## src/rtl/cfgport_pkg.sv

```systemverilog
package cfgport_pkg;

  localparam int CFG_IDX_W = 8;
  localparam int CFG_DEPTH = 1 << CFG_IDX_W;

  typedef logic [7:0]           cfg_byte_t;
  typedef logic [CFG_IDX_W-1:0] cfg_idx_t;

  // decoded events for one access cycle
  typedef struct packed {
    logic claim;
    logic rd;
    logic idx_we;
    logic dat_we;
  } cfg_dec_t;

  localparam cfg_idx_t  SER_A_IDX = 8'hE7;
  localparam cfg_byte_t SER_A_FIX = 8'hFE;
  localparam cfg_idx_t  SER_B_IDX = 8'hE8;
  localparam cfg_byte_t SER_B_FIX = 8'hBE;

  // power-on contents of one entry
  function automatic cfg_byte_t cfg_reset_value(input cfg_idx_t idx);
    case (idx)
      8'hE0:    return 8'h3C;
      8'hE2:    return 8'h03;
      8'hE3:    return 8'hFC;
      8'hE6:    return 8'hDE;
      SER_A_IDX: return SER_A_FIX;
      SER_B_IDX: return SER_B_FIX;
      default:  return 8'h00;
    endcase
  endfunction

  // write filter: pinned entries take only their single legal value
  function automatic logic cfg_write_ok(input cfg_idx_t idx, input cfg_byte_t val);
    case (idx)
      SER_A_IDX: return val == SER_A_FIX;
      SER_B_IDX: return val == SER_B_FIX;
      default:   return 1'b1;
    endcase
  endfunction

endpackage

```

## src/rtl/cfgport_decode.sv

```systemverilog
module cfgport_decode
  import cfgport_pkg::*;
#(
  parameter int ADDR_W    = 16,
  parameter int SIZE_W    = 3,
  parameter int BASE_ADDR = 16'h03F0
) (
  input  logic              clk,
  input  logic              rst_n,
  input  logic [ADDR_W-1:0] io_addr,
  input  logic              io_wr,
  input  logic              io_rd,
  input  logic [SIZE_W-1:0] io_bytes,
  input  logic              bridge_en,
  output logic              en_q,
  output cfg_dec_t          dec
);

  localparam logic [ADDR_W-1:0] IDX_PORT = ADDR_W'(BASE_ADDR);
  localparam logic [ADDR_W-1:0] DAT_PORT = IDX_PORT + ADDR_W'(1);

  logic byte_ok, at_idx, at_dat, any_acc;

  always_ff @(posedge clk or negedge rst_n) begin
    if (!rst_n) en_q <= 1'b0;
    else        en_q <= bridge_en;
  end

  assign byte_ok = (io_bytes == SIZE_W'(1));
  assign at_idx  = (io_addr == IDX_PORT);
  assign at_dat  = (io_addr == DAT_PORT);
  assign any_acc = io_wr | io_rd;

  assign dec.claim  = en_q & byte_ok & (at_idx | at_dat) & any_acc;
  assign dec.rd     = io_rd;
  assign dec.idx_we = dec.claim & io_wr & at_idx;
  assign dec.dat_we = dec.claim & io_wr & at_dat;


  window_only_chk: assert property (@(posedge clk) disable iff (!rst_n)
    (io_addr != IDX_PORT && io_addr != DAT_PORT) |-> !(dec.idx_we || dec.dat_we));

endmodule

```

## src/rtl/cfgport_regfile.sv

```systemverilog
module cfgport_regfile
  import cfgport_pkg::*;
(
  input  logic      clk,
  input  logic      rst_n,
  input  logic      idx_we,
  input  logic      dat_we,
  input  cfg_byte_t wbyte,
  output cfg_idx_t  idx_q,
  output cfg_byte_t rd_byte,
  output logic      commit
);

  cfg_byte_t              mem [CFG_DEPTH];
  logic [CFG_DEPTH-1:0]   we_vec;

  always_ff @(posedge clk or negedge rst_n) begin
    if (!rst_n)      idx_q <= '0;
    else if (idx_we) idx_q <= wbyte;
  end

  assign commit = dat_we & cfg_write_ok(idx_q, wbyte);

  for (genvar g = 0; g < CFG_DEPTH; g++) begin : g_sel
    assign we_vec[g] = commit & (idx_q == cfg_idx_t'(g));
  end

  always_ff @(posedge clk or negedge rst_n) begin
    if (!rst_n) begin
      for (int i = 0; i < CFG_DEPTH; i++) mem[i] <= cfg_reset_value(cfg_idx_t'(i));
    end else begin
      for (int i = 0; i < CFG_DEPTH; i++) if (we_vec[i]) mem[i] <= wbyte;
    end
  end

  assign rd_byte = mem[idx_q];


  idx_hold_chk: assert property (@(posedge clk) disable iff (!rst_n)
    !idx_we |=> $stable(idx_q));


  commit_land_chk: assert property (@(posedge clk) disable iff (!rst_n)
    commit |=> rd_byte == $past(wbyte));


  ser_a_guard_chk: assert property (@(posedge clk) disable iff (!rst_n)
    (dat_we && idx_q == SER_A_IDX && wbyte != SER_A_FIX) |=> $stable(mem[SER_A_IDX]));


  ser_b_guard_chk: assert property (@(posedge clk) disable iff (!rst_n)
    (dat_we && idx_q == SER_B_IDX && wbyte != SER_B_FIX) |=> $stable(mem[SER_B_IDX]));

endmodule

```

## src/rtl/cfgport_readout.sv

```systemverilog
module cfgport_readout
  import cfgport_pkg::*;
(
  input  logic      clk,
  input  logic      rst_n,
  input  logic      rd,
  input  logic      claim,
  input  cfg_byte_t rd_byte,
  output cfg_byte_t rdata,
  output logic      rvalid
);

  always_ff @(posedge clk or negedge rst_n) begin
    if (!rst_n) begin
      rdata  <= 8'hFF;
      rvalid <= 1'b0;
    end else begin
      rvalid <= rd;
      if (rd) rdata <= claim ? rd_byte : 8'hFF;
    end
  end


  rvalid_follow_chk: assert property (@(posedge clk) disable iff (!rst_n)
    rd |=> rvalid);


  miss_read_chk: assert property (@(posedge clk) disable iff (!rst_n)
    (rd && !claim) |=> rdata == 8'hFF);

endmodule

```

## src/rtl/cfgport_window.sv

```systemverilog
module cfgport_window
  import cfgport_pkg::*;
#(
  parameter int ADDR_W    = 16,
  parameter int SIZE_W    = 3,
  parameter int BASE_ADDR = 16'h03F0
) (
  input  logic              clk,
  input  logic              rst_n,
  input  logic [ADDR_W-1:0] io_addr,
  input  logic              io_wr,
  input  logic              io_rd,
  input  logic [SIZE_W-1:0] io_bytes,
  input  logic [7:0]        io_wdata,
  input  logic              bridge_en,
  output logic [7:0]        io_rdata,
  output logic              io_rvalid,
  output logic              io_claim
);

  cfg_dec_t  dec;
  logic      en_q;
  logic      commit;
  cfg_idx_t  idx_q;
  cfg_byte_t rd_byte;

  cfgport_decode #(
    .ADDR_W(ADDR_W), .SIZE_W(SIZE_W), .BASE_ADDR(BASE_ADDR)
  ) u_decode (
    .clk(clk), .rst_n(rst_n), .io_addr(io_addr), .io_wr(io_wr), .io_rd(io_rd),
    .io_bytes(io_bytes), .bridge_en(bridge_en), .en_q(en_q), .dec(dec)
  );

  cfgport_regfile u_regs (
    .clk(clk), .rst_n(rst_n), .idx_we(dec.idx_we), .dat_we(dec.dat_we),
    .wbyte(io_wdata), .idx_q(idx_q), .rd_byte(rd_byte), .commit(commit)
  );

  cfgport_readout u_rd (
    .clk(clk), .rst_n(rst_n), .rd(dec.rd), .claim(dec.claim),
    .rd_byte(rd_byte), .rdata(io_rdata), .rvalid(io_rvalid)
  );

  assign io_claim = dec.claim;


  en_gate_chk: assert property (@(posedge clk) disable iff (!rst_n)
    !en_q |-> !commit);


  idx_kept_chk: assert property (@(posedge clk) disable iff (!rst_n)
    !en_q |=> $stable(idx_q));


  size_gate_chk: assert property (@(posedge clk) disable iff (!rst_n)
    (io_bytes != SIZE_W'(1)) |-> !commit);

endmodule

```

## config.mk

```make
export PLATFORM = sky130hd
export DESIGN_NAME = cfgport_window
export DESIGN_NICKNAME = d
export VERILOG_FILES = /design/src/rtl/cfgport_pkg.sv /design/src/rtl/cfgport_decode.sv /design/src/rtl/cfgport_regfile.sv /design/src/rtl/cfgport_readout.sv /design/src/rtl/cfgport_window.sv
export SDC_FILE = /design/constraint.sdc
export NUM_CORES = 2
export LEC_CHECK = 0
export CAP_MARGIN = 0
export CORE_ASPECT_RATIO = 0.6
export CORE_MARGIN = 3
export CORE_UTILIZATION = 55
export DETAILED_ROUTE_END_ITERATION = 8
export DONT_BUFFER_PORTS = 1
export GPL_ROUTABILITY_DRIVEN = 0
export GPL_TIMING_DRIVEN = 0
export PLACE_DENSITY = 0.7
export SYNTH_ARGS = -nofsm -noshare
export SYNTH_HDL_FRONTEND = slang
export SYNTH_HIERARCHICAL = 1
export SYNTH_SLANG_ARGS = --single-unit
```

## constraint.sdc

```tcl
create_clock -name clk -period 9.9 [get_ports clk]
set_clock_uncertainty 0.2 [all_clocks]
set_input_delay 1.98 -clock clk [delete_from_list [all_inputs] [get_ports clk]]
set_output_delay 1.98 -clock clk [all_outputs]
set_load 0.02 [all_outputs]
```

# [Word level (Yosys, flattened, before mapping)]
# Index checks and enable logic that the tools add are counted.
[classes] muxes=5 bitwise_logic=266 order_cmp=1 n_eq_ne=260 reduce_logical=1
[ops] op="$eq A8 B8 Y1 const B" n=130
[ops] op="$eq A8 B7 Y1 const B" n=64
[ops] op="$and A1 B1 Y1" n=263
[ops] op="$eq A8 B6 Y1 const B" n=32
[ops] op="$eq A8 B5 Y1 const B" n=16
[ops] op="$bmux W8 S8" n=1
[ops] op="$eq A8 B4 Y1 const B" n=8
[ops] op="$eq A16 B10 Y1 const B" n=2
[ops] op="$eq A8 B3 Y1 const B" n=4
[ops] op="$mux W8" n=3
[ops] op="$eq A8 B2 Y1 const B" n=2
[ops] op="$ge A9 B9 Y1 const B" n=1
[ops] op="$not A8 Y9" n=1
[ops] op="$eq A8 B1 Y1 const B" n=1
[ops] op="$logic_not A8 Y1" n=1
[ops] op="$eq A3 B1 Y1 const B" n=1
[ops] op="$or A1 B1 Y1" n=2
[ops] op="$pmux W1 S2" n=1
[totals] reg_bits=2066 in_bits=32

# [Logic depth before layout (Yosys ltp)]
[logic_depth] word_depth=8 ltp_mapped=11 ltp_nobuf=8

# [Hierarchy]
# Netlist, hierarchy kept.
[by_module_without_submodules] mod="cfgport_regfile" seq_area_each_um2=51488.1 area_per_inst_um2=94022.7 cells_per_inst=5874 instances=1
[by_module_without_submodules] mod="cfgport_readout" seq_area_each_um2=235.2 area_per_inst_um2=386.6 cells_per_inst=35 instances=1
[by_module_without_submodules] mod="cfgport_decode" seq_area_each_um2=25.0 area_per_inst_um2=121.4 cells_per_inst=14 instances=1

# [Least setup slack after synthesis]
# OpenSTA, ideal clock, no wires.
[synth_path] path_type="input -> output" from="input io_addr[10]" to="output io_claim" t_arrival_ps=3065 path_slack_ps=4655 required_time_ps=7720 path_buffers=0 cell_stages=2 path_cell_list="or4b_4 > nor3_1"
[synth_between] elab_chain_cells=4 elab_cells_between_ends=5 cone_classes="2 x eq/ne; 3 x bitwise"
[synth_rtl] element="start: declaration" line="cfgport_window.sv:10" text="input logic [ADDR_W-1:0] io_addr,"
[synth_rtl] element="$eq A16 B10 Y1, on equally long branches" line="cfgport_decode.sv:30, cfgport_decode.sv:31"
[synth_rtl] element="$or A1 B1 Y1 (*)" line="cfgport_decode.sv:34" text="assign dec.claim = en_q & byte_ok & (at_idx | at_dat) & any_acc;"
[synth_rtl] element="$and A1 B1 Y1 (*) (2 in a row)" line="cfgport_decode.sv:34"
[synth_rtl] element="end: declaration" line="cfgport_window.sv:18" text="output logic io_claim"
# Every way passes the cells marked *; elsewhere a longest branch is shown, timed or not.

==> impl_summary.md <==
Cells and area
The synthesis-to-layout area growth is 10.4%. The area taken by flip-flops and latches is 0.0517 sq mm. In the final layout, the share of cells above drive strength 1 is 49.5%. The multi-input gate area in the final layout is 0.0409 sq mm. The number of inserted filler cells in the final layout is 12600. The final core utilization is 61.3%. The net count of the finished layout is 6171.

The number of standard cells in the final layout excluding fillers is 8565.

Clock network
The number of clock buffers added by TritonCTS is 195. The clock tree root driver cell is sky130_fd_sc_hd__clkbuf_16. The clock passes through at most 4 buffers. The post-cts sizing count is 0. The clock-pin slew of the registers on the worst-case setup and hold paths is 0.07 ns. The maximum level of the CTS H-tree is 4. The setup fix buffers added after clock tree synthesis is 0. The clock reaches the later pin of the worst-skew pair after 0.87 ns. The hold buffer count at cts is 0.

CTS saw 2066 sinks. The CTS tree is built.

Timing
The worst path uses 71.2% of the clock period. Setup repair after global routing left no endpoint under its margin. The smallest setup slack after layout is 2.85 ns. The accumulated negative setup slack is 0 ns.

The number of hold violations in the final report is 0. At the pin with the least slew margin, the transition time is 1.75 ns. The final setup violation count is 0.

The post-layout minimum cycle time is 7.05 ns. The final number of max-transition violations is 146. The maximum frequency from static timing analysis is 142 MHz.

The worst slew margin relative to its limit is -16.8%.

Run
The number of max-cap violations is 21.

Drt
The routed wire length is 328000 um. The routed metal-1 wirelength is 135000 um. The number of vias per cell after detailed routing is 7.08. The detailed-routed wire length on met2 is 122000 um.

The number of DRC violations after detailed-routing iteration 0 is 8418. In the routed design, unresolved DRC markers number 0. The number of routed nets with antenna violations is 0. The vias after detailed routing is 60600. The first-pass iteration count of the detailed router is 9.

The amount of wire on met3 after detailed routing is 55900 um. Routed signal wires occupy layers up through met5. The per-cell routed wire length is 38.2 um.

Setup path
The class of the most critical setup path is primary input to register. Tracing the worst setup path back leads to its startpoint at io_addr[10]. The data arrival time of the critical path is 7.54 ns. At the worst endpoint, the required time is 10.39 ns.

The startpoint identified for the worst register-to-register timing path is u_regs/idx_q[1]. The startpoint type of the worst setup path is a primary input. In this run the worst path has a maximum fanout of 10.

The worst setup path is captured at a register.

Place
The post-placement cell count is 8198. Before CTS, the worst setup slack after placement is 2.48 ns. Detailed placement finished with a half-perimeter wire length of 236000 um.

Input and output buffers added on the ports amount to 0.

GRT
The number of global-route vias before repair is 59900. The initial antenna violation count is 19. In the global route stage, overall resource usage came out at 37.0%. For this run the aggregate overflow at the end of global routing stands at 0. The first-pass GRT wire length is 460000 um. The maximum number of pins on one net before global-route repair is 327.

Run status
The final reports fail on capacitance limit, slew limit. The run finished, with violations left.

Pwr
The power density normalized to cell area is 159 mW/mm^2. Total power for the finished layout comes to 16.6 mW. The peak ir drop on the vdd network is 0.151 mV. Summed over all cells, the static leakage comes to 47.6 nW.

Logic synthesis
The cell count after synthesis came out at 5922. The net count after synthesis is 5954. The mapped netlist covers 0.0945 sq mm. The Yosys step of the flow raised 6 warnings. A synthesized cell averages 16.0 sq um.

Floorplan
42 I/O pins were placed. The die height is 327 um. The initial utilization of the core area, before any placement, comes to 55.5%.

The die area is 0.177 sq mm. The die is 541 um wide. The standard-cell row count is 117.

The region available for standard cell placement spans 0.170 sq mm.

Min path
The startpoint identified for the worst hold timing path is u_regs/mem[190]. The classification of the worst-slack hold path is register to register.
==> area by class of cell <==
cell class,count,area share [%]
flip-flops and latches,2066,49.6
multi-input cells,3350,39.1
clock buffers,293,5.56
well taps,2261,2.71
plain buffers,498,1.94
clock inverters,46,0.555
repair buffers,20,0.427
diodes,23,0.0551
inverters,8,0.0288
==> registers in the layout, summed over array words and instances (netlist names) <==
| name | flops |
|---|---|
| u_regs/mem | 2048 |
| u_rd/rdata | 8 |
| u_regs/idx_q | 8 |
| u_decode/en_q | 1 |
| u_rd/rvalid | 1 |
==> metal layers <==
| metal | up-vias | global-route usage, % |
|---|---|---|
| met2 | 4021 | 44.8 |
| met5 | - | 2.57 |
| met3 | 805 | 22.0 |
| met1 | 32900 | 53.4 |
| li1 | 22900 | - |
| met4 | 24 | 13.1 |
==> cells in the final DEF, fill, tap and decap left out, types with 5 or more instances in the layout <==
master,count
sky130_fd_sc_hd__buf_6,5
sky130_fd_sc_hd__buf_16,14
sky130_fd_sc_hd__dfrtp_1,2027
sky130_fd_sc_hd__mux4_2,512
sky130_fd_sc_hd__buf_4,6
sky130_fd_sc_hd__nand3_1,5
sky130_fd_sc_hd__diode_2,23
sky130_fd_sc_hd__a31oi_1,7
sky130_fd_sc_hd__and2_1,6
sky130_fd_sc_hd__clkinv_2,26
sky130_fd_sc_hd__a21oi_1,128
sky130_fd_sc_hd__inv_6,6
sky130_fd_sc_hd__nor2_1,118
sky130_fd_sc_hd__nand4_1,43
sky130_fd_sc_hd__clkbuf_1,390
sky130_fd_sc_hd__buf_1,67
sky130_fd_sc_hd__nand2_1,53
sky130_fd_sc_hd__clkbuf_8,53
sky130_fd_sc_hd__inv_1,8
sky130_fd_sc_hd__o41ai_2,9
sky130_fd_sc_hd__mux2_2,2040
sky130_fd_sc_hd__clkbuf_2,35
sky130_fd_sc_hd__a22oi_1,256
sky130_fd_sc_hd__buf_2,42
sky130_fd_sc_hd__nor2b_1,7
sky130_fd_sc_hd__o41ai_1,24
sky130_fd_sc_hd__nor4_4,95
sky130_fd_sc_hd__or2_2,9
sky130_fd_sc_hd__dfstp_2,39
sky130_fd_sc_hd__bufinv_16,12
sky130_fd_sc_hd__nand2b_1,12
sky130_fd_sc_hd__clkbuf_16,196
sky130_fd_sc_hd__nor3_1,7
==> through the flow <==
step,area [sq um],hold slack [ns]
after global routing,104000,0.304
after detailed placement,97800,0.271
after CTS,104000,0.290
after global placement,97400,0.267
final,104000,0.296
after floorplan,94500,0.249
==> critical path, stage by stage <==
cell	delay [ns]
sky130_fd_sc_hd__or4b_4	0.54
sky130_fd_sc_hd__nor3_1	0.64
sky130_fd_sc_hd__clkbuf_1	0.31
sky130_fd_sc_hd__nor3b_1	0.21
sky130_fd_sc_hd__clkbuf_1	0.37
sky130_fd_sc_hd__and2_1	0.19
sky130_fd_sc_hd__clkbuf_1	0.75
sky130_fd_sc_hd__clkbuf_1	1.11
sky130_fd_sc_hd__nand2_1	0.90
sky130_fd_sc_hd__mux2_2	0.52
==> final timing paths <==
| path | to | slack (ns) | cells past startpoint |
|---|---|---|---|
| max | u_regs/mem[379] | 2.85 | 10 |
| min | u_regs/mem[190] | 0.30 | 1 |
| max reg2reg | u_rd/rdata[5] | 3.22 | 10 |
| min reg2reg | u_regs/mem[190] | 0.30 | 1 |
| max in group asynchronous | u_regs/mem[835] | 5.19 | 4 |
| min in group asynchronous | u_regs/mem[1272] | 0.64 | 0 |
==> power by group <==
group	internal (mW)	switching (mW)	total, mW
Combinational	0.0425	0.412	0.455
Clock	4.34	3.31	7.66
Sequential	8.44	0.000427	8.44
Total	12.8	3.73	16.6
Power figures use the tool's default switching activity.
